`src/rtl/hopgen_pkg.sv`:
```
package hopgen_pkg;

  localparam int ID_W       = 32;
  localparam int BYTE_W     = 8;
  localparam int ID_BYTES   = ID_W / BYTE_W;
  localparam int SLICES     = 4;
  localparam int CHAN_W     = 8;

  localparam logic [ID_W-1:0]   MIX_TAPS  = 32'h8020_0003;
  localparam logic [CHAN_W-1:0] BASE_LOW  = 8'h03;
  localparam logic [CHAN_W-1:0] BASE_HIGH = 8'h10;
  localparam logic [CHAN_W-1:0] HOP_STEP  = 8'h07;
  localparam logic [CHAN_W-1:0] CHAN_LIM  = 8'h50;
  localparam logic [CHAN_W-1:0] CHAN_MIN  = 8'h03;
  localparam logic [CHAN_W-1:0] CHAN_MAX  = 8'h4F;

  typedef enum logic [2:0] {
    ST_IDLE,
    ST_MIX,
    ST_LOAD,
    ST_SCAN,
    ST_DONE
  } genState_e;

  typedef struct packed {
    logic loadSeed;
    logic mixStep;
    logic loadEnt;
    logic bump;
    logic commit;
  } ctrlStrobe_t;

endpackage

```
`src/rtl/hopgen_ctrl.sv`:
```
module hopgen_ctrl
  import hopgen_pkg::*;
#(
  parameter int NumChan  = 15,
  parameter int MixIters = 33,
  parameter int IdxW     = $clog2(NumChan)
) (
  input  logic            clk,
  input  logic            rstN,
  input  logic            start,
  input  logic            scanHit,
  output ctrlStrobe_t     strb,
  output logic [IdxW-1:0] entIdx,
  output logic [IdxW-1:0] scanIdx,
  output logic            busy,
  output logic            done
);

  localparam int IterW = $clog2(MixIters + 1);
  localparam logic [IterW-1:0] LastIter = IterW'(MixIters - 1);
  localparam logic [IdxW-1:0]  LastEnt  = IdxW'(NumChan - 1);

  genState_e       state, stateNxt;
  logic [IterW-1:0] iterCnt;
  logic            lastIter, lastEnt, scanAtSelf;

  assign lastIter   = (iterCnt == LastIter);
  assign lastEnt    = (entIdx == LastEnt);
  assign scanAtSelf = (scanIdx == entIdx);

  always_comb begin
    strb     = '0;
    stateNxt = state;
    unique case (state)
      ST_IDLE: begin
        if (start) begin
          strb.loadSeed = 1'b1;
          stateNxt      = ST_MIX;
        end
      end
      ST_MIX: begin
        strb.mixStep = 1'b1;
        if (lastIter) stateNxt = ST_LOAD;
      end
      ST_LOAD: begin
        strb.loadEnt = 1'b1;
        stateNxt     = ST_SCAN;
      end
      ST_SCAN: begin
        if (scanAtSelf) begin
          strb.commit = 1'b1;
          stateNxt    = lastEnt ? ST_DONE : ST_LOAD;
        end else if (scanHit) begin
          strb.bump = 1'b1;
        end
      end
      ST_DONE: stateNxt = ST_IDLE;
      default: stateNxt = ST_IDLE;
    endcase
  end

  always_ff @(posedge clk or negedge rstN) begin
    if (!rstN) begin
      state   <= ST_IDLE;
      iterCnt <= '0;
      entIdx  <= '0;
      scanIdx <= '0;
    end else begin
      state <= stateNxt;

      if (strb.loadSeed)     iterCnt <= '0;
      else if (strb.mixStep) iterCnt <= iterCnt + 1'b1;

      if (strb.loadSeed)                entIdx <= '0;
      else if (strb.commit && !lastEnt) entIdx <= entIdx + 1'b1;

      if (strb.loadEnt || strb.bump)                       scanIdx <= '0;
      else if (state == ST_SCAN && !strb.commit)           scanIdx <= scanIdx + 1'b1;
    end
  end

  assign busy = (state != ST_IDLE);
  assign done = (state == ST_DONE);

endmodule

```
`src/rtl/hopgen_dp.sv`:
```
module hopgen_dp
  import hopgen_pkg::*;
#(
  parameter int NumChan = 15,
  parameter int IdxW    = $clog2(NumChan)
) (
  input  logic              clk,
  input  logic              rstN,
  input  ctrlStrobe_t       strb,
  input  logic [ID_W-1:0]   seed,
  input  logic [IdxW-1:0]   entIdx,
  input  logic [IdxW-1:0]   scanIdx,
  input  logic [IdxW-1:0]   rdIdx,
  output logic              scanHit,
  output logic [ID_W-1:0]   idWord,
  output logic [CHAN_W-1:0] curVal,
  output logic [CHAN_W-1:0] rdChan
);

  logic [ID_W-1:0]   idReg;
  logic [BYTE_W-1:0] idByte [ID_BYTES];
  logic [CHAN_W-1:0] rawEnt [NumChan];
  logic [CHAN_W-1:0] tbl    [NumChan];

  function automatic logic [CHAN_W-1:0] bumpChan(input logic [CHAN_W-1:0] v);
    logic [CHAN_W-1:0] sum;
    sum = v + HOP_STEP;
    if (sum >= CHAN_LIM) sum = sum - CHAN_LIM + CHAN_MIN;
    return sum;
  endfunction

  // Byte 0 sits in the most significant position.
  for (genvar b = 0; b < ID_BYTES; b++) begin : g_bytes
    assign idByte[b] = idReg[ID_W-1-BYTE_W*b -: BYTE_W];
  end

  // Slice extraction: four slots per byte, each with a neighbour byte.
  for (genvar b = 0; b < ID_BYTES; b++) begin : g_src
    localparam int Nb = (b + 1) % ID_BYTES;
    localparam logic [CHAN_W-1:0] Base = (b < ID_BYTES / 2) ? BASE_LOW : BASE_HIGH;
    for (genvar s = 0; s < SLICES; s++) begin : g_slice
      localparam int K = b * SLICES + s;
      if (K < NumChan) begin : g_live
        if (s == 0) begin : g_s0
          assign rawEnt[K] = {2'b00, idByte[b][5:0]} + Base;
        end else if (s == 1) begin : g_s1
          assign rawEnt[K] = {2'b00, idByte[b][7:2]} + Base;
        end else if (s == 2) begin : g_s2
          assign rawEnt[K] = {4'b0000, idByte[b][7:4]}
                           + {2'b00, idByte[Nb][1:0], 4'b0000} + Base;
        end else begin : g_s3
          assign rawEnt[K] = {6'b000000, idByte[b][7:6]}
                           + {2'b00, idByte[Nb][3:0], 2'b00} + Base;
        end
      end
    end
  end

  always_ff @(posedge clk or negedge rstN) begin
    if (!rstN) begin
      idReg  <= '0;
      curVal <= '0;
    end else begin
      if (strb.loadSeed)     idReg <= seed;
      else if (strb.mixStep) idReg <= (idReg >> 1) ^ (idReg[0] ? MIX_TAPS : '0);

      if (strb.loadEnt)   curVal <= rawEnt[entIdx];
      else if (strb.bump) curVal <= bumpChan(curVal);
    end
  end

  for (genvar k = 0; k < NumChan; k++) begin : g_tbl
    always_ff @(posedge clk or negedge rstN) begin
      if (!rstN)                                    tbl[k] <= '0;
      else if (strb.commit && entIdx == IdxW'(k))  tbl[k] <= curVal;
    end
  end

  assign scanHit = (tbl[scanIdx] == curVal);
  assign idWord  = idReg;
  assign rdChan  = (int'(rdIdx) < NumChan) ? tbl[rdIdx] : '0;

endmodule

```
`src/rtl/hopgen.sv`:
```
module hopgen
  import hopgen_pkg::*;
#(
  parameter int NumChan  = 15,
  parameter int MixIters = 33,
  parameter int IdxW     = $clog2(NumChan)
) (
  input  logic              clk,
  input  logic              rstN,
  input  logic              start,
  input  logic [ID_W-1:0]   seed,
  input  logic [IdxW-1:0]   rdIdx,
  output logic              busy,
  output logic              done,
  output logic [ID_W-1:0]   idWord,
  output logic [CHAN_W-1:0] rdChan
);

  ctrlStrobe_t       strb;
  logic [IdxW-1:0]   entIdx, scanIdx;
  logic              scanHit;
  logic [CHAN_W-1:0] curVal;
  logic              tblWr;

  hopgen_ctrl #(.NumChan(NumChan), .MixIters(MixIters), .IdxW(IdxW)) u_ctrl (
    .clk     (clk),
    .rstN    (rstN),
    .start   (start),
    .scanHit (scanHit),
    .strb    (strb),
    .entIdx  (entIdx),
    .scanIdx (scanIdx),
    .busy    (busy),
    .done    (done)
  );

  hopgen_dp #(.NumChan(NumChan), .IdxW(IdxW)) u_dp (
    .clk     (clk),
    .rstN    (rstN),
    .strb    (strb),
    .seed    (seed),
    .entIdx  (entIdx),
    .scanIdx (scanIdx),
    .rdIdx   (rdIdx),
    .scanHit (scanHit),
    .idWord  (idWord),
    .curVal  (curVal),
    .rdChan  (rdChan)
  );

  assign tblWr = strb.commit;

endmodule

```
`config.mk`:
```
export PLATFORM = sky130hd
export DESIGN_NAME = hopgen
export DESIGN_NICKNAME = d
export VERILOG_FILES = /design/src/rtl/hopgen_pkg.sv /design/src/rtl/hopgen_ctrl.sv /design/src/rtl/hopgen_dp.sv /design/src/rtl/hopgen.sv
export SDC_FILE = /design/constraint.sdc
export NUM_CORES = 1
export LEC_CHECK = 0
export BUFFER_PORTS_ARGS = -buffer_cell sky130_fd_sc_hd__buf_2
export CELL_PAD_IN_SITES_DETAIL_PLACEMENT = 1
export CELL_PAD_IN_SITES_GLOBAL_PLACEMENT = 2
export CORE_MARGIN = 5
export CORE_UTILIZATION = 44
export DETAILED_ROUTE_END_ITERATION = 10
export GPL_TIMING_DRIVEN = 1
export PLACE_DENSITY_LB_ADDON = 0.1
export SYNTH_ARGS = -nofsm -noshare
export SYNTH_HDL_FRONTEND = slang
export SYNTH_SLANG_ARGS = --single-unit
```
`constraint.sdc`:
```
create_clock -name clk -period 7.71 [get_ports clk]
set_input_delay 1.542 -clock clk [delete_from_list [all_inputs] [get_ports clk]]
set_output_delay 1.542 -clock clk [all_outputs]
set_load 0.02 [all_outputs]
```
# Yosys cells after proc, flatten, opt, wreduce, memory -nomap -nowiden
# Index checks and enable logic that the tools add are counted.
dict set report totals {
  inputBits 39
  ff_bits 177
  output_inout_bits 42
}
dict set report op_classes {
  n_bitwise 4
  n_addsub 28
  n_mux 35
  order_cmp 5
  eq_ne 24
  reduce_logical 28
}
# operator n
set ops {}
lappend ops {{binary-select mux 8 bit (select 4 bit)} 3}
lappend ops {{2-to-1 mux 32 bit} 3}
lappend ops {{2-to-1 mux 8 bit} 10}
lappend ops {{adder 8 x 2 -> 8 bit, second input constant} 5}
lappend ops {{bitwise XOR 31 x 32 -> 32 bit} 1}
lappend ops {{adder 4 x 6 -> 7 bit} 4}
lappend ops {{adder 6 x 2 -> 7 bit, second input constant} 4}
lappend ops {{adder 6 x 5 -> 7 bit, second input constant} 4}
lappend ops {{equality test 4 bit, second input constant} 7}
lappend ops {{adder 8 x 5 -> 8 bit, second input constant} 3}
lappend ops {{adder 2 x 6 -> 7 bit} 3}
lappend ops {{logical AND 1 bit} 17}
lappend ops {{equality test 4 x 3 -> 1 bit, second input constant} 4}
lappend ops {{2-to-1 mux 4 bit} 4}
lappend ops {{greater-or-equal comparator 5 bit, second input constant} 3}
lappend ops {{NOT 4 -> 5 bit} 3}
lappend ops {{2-to-1 mux 3 bit} 4}
lappend ops {{2-to-1 mux 6 bit} 2}
lappend ops {{one-hot mux 3 bit (4 select lines)} 1}
lappend ops {{adder 4 x 1 -> 4 bit, second input constant} 2}
lappend ops {{adder 8 x 3 -> 8 bit, second input constant} 1}
lappend ops {{equality test 4 x 2 -> 1 bit, second input constant} 2}
lappend ops {{equality test 8 bit} 1}
lappend ops {{greater-or-equal comparator 8 x 7 -> 1 bit, second input constant} 1}
lappend ops {{20 further kinds} 32}

# Depth between registers and ports, before layout
# Gate-level depths: netlist (run 1).
dict set report logic_depth {
  depth_word 12
  ltp_mapped 12
  ltp_nobuf 10
}

# Cells and area by module
# A second synthesis (run 1) with hierarchy kept.
dict set report hier_totals {
  cells_unflattened 1088
  area_unflattened_um2 11752.5
}
# module cells_each n_inst area_each_um2
set by_module_without_submodules {}
lappend by_module_without_submodules {hopgen_dp 985 1 10765.3}
lappend by_module_without_submodules {hopgen_ctrl 103 1 987.2}

# Worst setup path before layout (run 1)
# Ideal clock, no wire load.
dict set report synth_path {
  path_kind {in2out}
  startpoint {input port rdIdx[0]}
  endpoint {output port rdChan[0]}
  t_required_ns 6.168
  setup_slack_ns 2.762
  stages 4
  t_arrival_ns 3.406
  path_cell_list {clkbuf_1 -> buf_1 -> mux4_2 -> mux4_2}
}
dict set report synth_via {
  elab_chain_cells 5
}
# item line
set synth_lines {}
lappend synth_lines {{start, declared} hopgen.sv:12} ;# input logic [IdxW-1:0] rdIdx,
lappend synth_lines {{NOT 4 -> 5 bit (implied by the code)} hopgen_dp.sv:81} ;# assign rdChan = (int'(rdIdx) < NumChan) ? tbl[rdIdx] : '0;
lappend synth_lines {{binary-select mux 8 bit (select 4 bit)} hopgen_dp.sv:81}
lappend synth_lines {{2-to-1 mux 8 bit (implied by the code) (2 in series)} hopgen_dp.sv:81}
lappend synth_lines {{2-to-1 mux 8 bit (*)} hopgen_dp.sv:81}
lappend synth_lines {{end, declared} hopgen.sv:16} ;# output logic [CHAN_W-1:0] rdChan
# Mark *: on every way between the ends. The rest lies on a longest branch, timed or not. The select of a mux whose other input is x is not followed.

# Worst setup path after layout (run 1)
dict set report layout_path {
  startpoint {input port rdIdx[1]}
  endpoint {output port rdChan[0]}
}
# Same word-level chain as after synthesis.

==> results.toml, run 1 <==
[synthesis]
syn_area_per_cell_um2 = 10.5
synthFlopType = "dfrtp_1"
synth_edf_count = 0
syn_inst = 1088
yosys.area_share.simple_pct = 11.5
ys.warnings.count = 0
async_reset_ff_share_pct = 100
yosys.area_share.xor_xnor_pct = 4.68
netlist-cell-type-count = 62
synth_area_um2 = 11400
synth_top_family_by_area = "multiplexers"
synth_nets = 1160
synth_compound_area_share_pct = 12.3
synth_fa_ha_area_share_pct = 3.62
yosysSeqAreaShare_pct = 38.8
muxShareOfSynthArea_pct = 24.1
synth_seq_cells = 177

[setup_path]
critPathMostFrequentCell = "buf_2"
worstReg2RegStart = "u_ctrl.scanIdx[0]"
cp-startpoint = "rdIdx[1]"
worstSetupPathType = "input pin to output pin"
arrival_ns = 3.71
slowest_delay_ns = 0.69
worst-path-buf-inv = 2
worstPathRequired_ns = 6.17
r2r-end = "u_dp.tbl[99]"
reg2reg_depth = 5
cpMaxStageDelayCell = "buf_2"
worstPathCellList = "buf_2 > nor2b_1 > nand2_1 > o21ai_0 > mux4_2 > buf_2"
critical_path.top_delay_family = "buffers and inverters"
end_kind = "output pin"
worst-r2r-setup-slack_ns = 3.84
startpoint_type = "input pin"
critPathMaxFanout = 33

[floorplanning]
dieArea_um2 = 29300
core_um2 = 25800
row_count = 59
dieHeight_um = 171
design.portCount = 81
fp.dieW_um = 171
initial_utilization_pct = 44.3

[routing]
vias_per_cell = 6.07
dr.first_iter.drc_count = 510
route.detailed.drc = 0
vias = 8752
ant_nets = 0
wire_per_inst_um = 24.1
wirelength_um = 34800
first_pass_iters = 5

[sta]
fin_tns_setup_ns = 0
slew_headroom_pct = 30.1
worstMarginPinSlew_ns = 1.05
final.min_clock_period_ns = 5.25
hold_slack_ns = 0.509
setup_viol = 0
report.final.hold_viol_count = 0
rsz0062_at_grt = "false"
maxSlewViolCount = 0
fmax_ghz = 0.190
timing.final.ws_setup_ns = 2.46
fin_crit_sh_pct = 68.1
finClkSkew_ns = 0.0140

[placed_design]
dp_slack_ns = 2.46
dpl.cell_count = 1410
port_buffers = 80
hpwl_um = 23500
gp_congestion = 0.833

[global_route]
grt_busiest_layer = "met2"
antenna_found_initial = 0
grt_use_met1_pct = 33.1
gr-usage-all-layers_pct = 24.4
grt_overflow = 0
grt_util_met2_pct = 40.8
grt_pass1_vias = 9188
met3_usage_pct = 3.74
grt_pass1_wl_um = 54800
grt_start_max_net_pins = 106

[clock_tree]
numClockSinks = 177
cts.htree.levels = 4
cts_setup_buffers = 0
cts_max_path_buffers = 2
clock_latency_ns = 0.44
ctsResizeCount = 0
cts_tree = "done"
hold_buffers = 0
cts_buffers = 17
root_buffer = "clkbuf_16"
cts.clk_slew.worst_paths_ns = 0.07

[min_path]
hp-start = "u_dp.tbl[0]"
hold_class = "flip-flop to flip-flop"
holdPathEnd = "u_dp.tbl[0]"
holdPathStages = 2

[finish]
insertedDiodeCount = 0
nets = 1166
post-route-util_pct = 48.4
areaGrowthSynthToFinish_pct = 9.18
instances_no_fill = 1441
drive_above_1_share_pct = 23.5

[power]
ir_drop_mv = 0.228
power-per-cell-area_nw_per_um2 = 400
leakage_nw = 5.42

[run]
cap_viol_max_count = 0

[run_status]
status = "finished, final reports clean"
-- logic make-up (layout without fill, tap and decap cells) --
kind of cell	count (synthesis)	after routing
AND/OR/NAND/NOR	285	285
adder cells (fa/ha/maj)	33	33
flip-flops	177	177
multiplexers	184	184
AO/OA/AOI/OAI	215	215
XOR/XNOR	61	61
buffers and inverters	133	151
-- placed cells by master, fill, tap and decap left out, types with 33 or more instances in the layout --
cell	Yosys	final
buf_2	19	79
dfrtp_1	177	175
ha_1	33	33
mux2_2	62	62
mux2i_1	56	56
mux4_2	66	66
nand2_1	144	144
nor2_1	40	39
o21ai_0	101	101
xnor2_1	39	39
-- worst reg2reg max path, cell delays in order (launching register included) --
cell     delay, ns
dfrtp_2       1.01
xor2_1        0.19
nor4_2        0.49
and4b_1       0.64
nand3_1       0.86
mux2_2        0.57
-- final cells by class --
type,instances,area [um^2]
Sequential cell,177,4430
Multi-Input combinational cell,778,6420
Clock inverter,14,170
Timing Repair Buffer,90,484
Clock buffer,17,425
Inverter,30,113
Fill cell,2797,13300
Tap cell,335,419
-- cell usage after synthesis (20+ instances only) --
cell      count  share of area [%]
a22oi_1      22                1.4
ha_1         33                3.6
xor2_1       22                1.7
mux2i_1      56                4.9
nor2_1       40                1.3
mux2_2       62                6.1
dfrtp_1     177                 39
xnor2_1      39                3.0
o21ai_0     101                4.4
inv_1        26               0.86
nor3_1       20               0.88
clkbuf_1     66                2.2
nand2_1     144                4.7
mux4_2       66                 13
-- registers in the layout, summed over array words and instances, names as in the netlist --
name,count
u_dp.curVal,8
u_ctrl.iterCnt,6
u_dp.idWord,32
u_ctrl.scanIdx,4
u_dp.tbl,120
u_ctrl.state,3
u_ctrl.entIdx,4
-- power breakdown --
| group | switching (mW) | total, mW | internal (mW) |
|---|---|---|---|
| combinational | 1.33 | 2.39 | 1.05 |
| clock | 0.430 | 0.892 | 0.463 |
| sequential | 0.499 | 1.70 | 1.20 |
-- metrics by stage --
stage	power (mW)	cell area [um^2]
5_1_grt	5.32	12500
6_report	4.98	12500
3_3_place_gp	4.06	11900
2_1_floorplan	3.38	11400
4_1_cts	5.02	12500
3_5_place_dp	4.11	11900
-- metal layers --
layer	vias up	share of wire [%]
li1	3975	-
met1	4532	45
met2	202	49
met3	43	4.0
met4	0	2.1
met5	-	0
-- worst max-delay path by stage --
stage	endpoint	slack, ns	cells past startpoint
6_report	rdChan[0]	2.46	6
3_5_place_dp	rdChan[0]	2.46	6
4_1_cts	rdChan[0]	2.46	6
2_1_floorplan	rdChan[0]	2.76	4
3_3_place_gp	rdChan[0]	2.51	6
5_1_grt	rdChan[0]	2.37	6
(Power assumes the default switching activity.)
==> inputs of run 2 (changes only) <==
Settings changed: ABC_AREA from default to 1, CORE_UTILIZATION 44 to 35.
Clock period 7.71 ns to 4.9 ns, I/O delays scaled along.
==> results.toml, run 2 <==
[synthesis]
yosys.area.top_type_share_pct = 39.2
netlist-cell-type-count = 41
syn_inst = 1595
async_reset_ff_share_pct = 100
synthFlopType = "dfrtp_1"
synth_area_um2 = 11300
yosysMostFrequentCell = "nand2_1"
synth_seq_cells = 177
ys_top_cells_by_area = "dfrtp_1, nand2_1, o21ai_0"
synth_common_cells = "nand2_1, o21ai_0, dfrtp_1"
yosysTopAreaCell = "dfrtp_1"
syn_area_per_cell_um2 = 7.09
synth_edf_count = 0
synth_nets = 1667
yosysSeqAreaShare_pct = 39.2
ys.warnings.count = 0

[sta]
finClkSkew_ns = 0.0111
setup_viol = 0
slew_headroom_pct = 35.9
rsz0062_at_grt = "false"
fmax_ghz = 0.271
final.min_clock_period_ns = 3.69
fin_crit_sh_pct = 75.2
worstMarginPinSlew_ns = 0.959
fin_tns_setup_ns = 0
maxSlewViolCount = 0
report.final.hold_viol_count = 0

[placed_design]
dpl.cell_count = 2007
hpwl_um = 31300
placed_cell_area_um2 = 12000
port_buffers = 80
gp_congestion = 0.871

[clock_tree]
clock_latency_ns = 0.46
cts_setup_buffers = 0
cts.clk_slew.worst_paths_ns = 0.07
ctsResizeCount = 0
cts_max_path_buffers = 2
hold_buffers = 0
root_buffer = "clkbuf_16"
cts_tree = "done"
cts.htree.levels = 4
cts_buffers = 17
numClockSinks = 177

[global_route]
antenna_found_initial = 0
grt_overflow = 0
grt_util_met2_pct = 41.9
grt_start_max_net_pins = 111
met3_usage_pct = 3.58
gr-usage-all-layers_pct = 24.3
grt_busiest_layer = "met2"
grt_use_met1_pct = 32.2
grt_pass1_vias = 11300
grt_pass1_wl_um = 67900

[finish]
instances_no_fill = 2039
nets = 1696
regMostFlops = "u_dp.tbl"
areaGrowthSynthToFinish_pct = 10.8
post-route-util_pct = 39.5
mostFrequentLayoutCells = "nand2_1, o21ai_0, dfrtp_1, inv_1, nand3_1"
postLayoutCellArea_um2 = 12500
insertedDiodeCount = 0
largest_reg_flops = 120
drive_above_1_share_pct = 9.41
mostFrequentLayoutCell = "nand2_1"
multiInputGateArea_um2 = 5850
register_area_um2 = 4430
num-fill-cells = 4004

[routing]
wire_per_inst_um = 21.2
wirelength_um = 43300
dr.first_iter.drc_count = 668
vias = 11100
ant_nets = 0
vias_per_cell = 5.43
first_pass_iters = 5
route.detailed.drc = 0

[setup_path]
end_kind = "output pin"
worstPathRequired_ns = 3.92
worstSetupPathType = "input pin to output pin"
startpoint_type = "input pin"
arrival_ns = 2.71
cpMaxStageDelayCell = "nand2_1"
critPathMaxFanout = 29
slowest_delay_ns = 0.46
critPathMostFrequentCell = "buf_2"
worstPathCellList = "buf_2 > nand2_1 > o2111ai_1 > nand3_1 > o211ai_1 > buf_2"

[power]
seqPwrFrac_pct = 30.5
internal-power_mw = 3.77
p_sw_mw = 4.00
pwr-share-comb_pct = 52.2
ir_drop_mv = 0.306
leakage_nw = 5.63
clkPwrFrac_pct = 17.3
switching_share_pct = 51.5
power-per-cell-area_nw_per_um2 = 620

[floorplanning]
initial_utilization_pct = 35.7
dieHeight_um = 190
design.portCount = 81
dieArea_um2 = 36000
fp.dieW_um = 190
core_um2 = 31700
row_count = 65

[min_path]
hold_class = "flip-flop to flip-flop"

[run]
cap_viol_max_count = 0

[run_status]
status = "finished, final reports clean"
## run 2: changes by cell type after synthesis, moves of 35 or more
cell | before | now
o21ai_0 | 101 | 237
mux4_2 | 66 | 0
mux2i_1 | 56 | 0
inv_1 | 26 | 157
nand2_1 | 144 | 436
xnor2_1 | 39 | 4
nand3_1 | 19 | 122
a21oi_1 | 17 | 64
mux2_2 | 62 | 0
nor2_1 | 40 | 76
## run 2: final cells by class
type                       count  area share [%]
clock buffer                  20            3.65
clock inverter                12           0.799
inverter                     169            5.06
multi-input combinational   1160            46.7
sequential                   177            35.4
tap                          402            4.01
timing repair buffer          99            4.40
## run 2: cell families (layout without fill, tap and decap cells)
| family | Yosys count | count (layout) | synth area share (%) |
|---|---|---|---|
| buf+inv | 258 | 300 | 9.18 |
| flops | 177 | 177 | 39.2 |
| fa+ha+maj | 33 | 33 | 3.65 |
| xor+xnor | 23 | 23 | 1.78 |
| compound gates | 421 | 421 | 21.1 |
| simple gates | 683 | 683 | 25.1 |
## run 2: power by group through the flow
| stage | clock, mW | sequential, mW | combinational, mW |
|---|---|---|---|
| CTS | 1.37 | 2.37 | 4.10 |
| floorplan | 0 | 2.30 | 2.72 |
| detailed placement | 0 | 2.39 | 4.08 |
| global route | 1.44 | 2.43 | 4.59 |
| finish | 1.35 | 2.37 | 4.05 |
| global placement | 0 | 2.39 | 4.01 |
## run 2: final timing paths
path | startpoint | endpoint | depth (start not counted) | slack, ns
max | rdIdx[0] | rdChan[6] | 6 | 1.21
min | u_dp.tbl[94] | u_dp.tbl[94] | 2 | 0.49
max reg2reg | u_ctrl.scanIdx[1] | u_dp.curVal[5] | 16 | 1.56
min reg2reg | u_dp.tbl[94] | u_dp.tbl[94] | 2 | 0.49
max in group asynchronous | rstN | u_dp.tbl[89] | 2 | 3.26
min in group asynchronous | rstN | u_dp.tbl[12] | 1 | 0.65
## run 2: critical path, delay by kind of cell
| family | cells | cell delay (ns) |
|---|---|---|
| simple gates | 2 | 0.63 |
| buf+inv | 2 | 0.60 |
| compound gates | 2 | 0.49 |
## run 2: through the flow
| step | power (mW) | hold WS (ns) | setup slack, ns |
|---|---|---|---|
| after floorplan | 5.02 | 0.453 | 1.43 |
| after global placement | 6.41 | 0.466 | 1.22 |
| after detailed placement | 6.47 | 0.473 | 1.18 |
| after CTS | 7.85 | 0.491 | 1.18 |
| after global routing | 8.45 | 0.509 | 1.04 |
| final | 7.77 | 0.486 | 1.21 |
## run 2: metal layers
layer / wire (um) / share of wire, %
met1: 19700 / 46
met2: 21100 / 49
met3: 1610 / 3.7
met4: 840 / 1.9
met5: 0 / 0
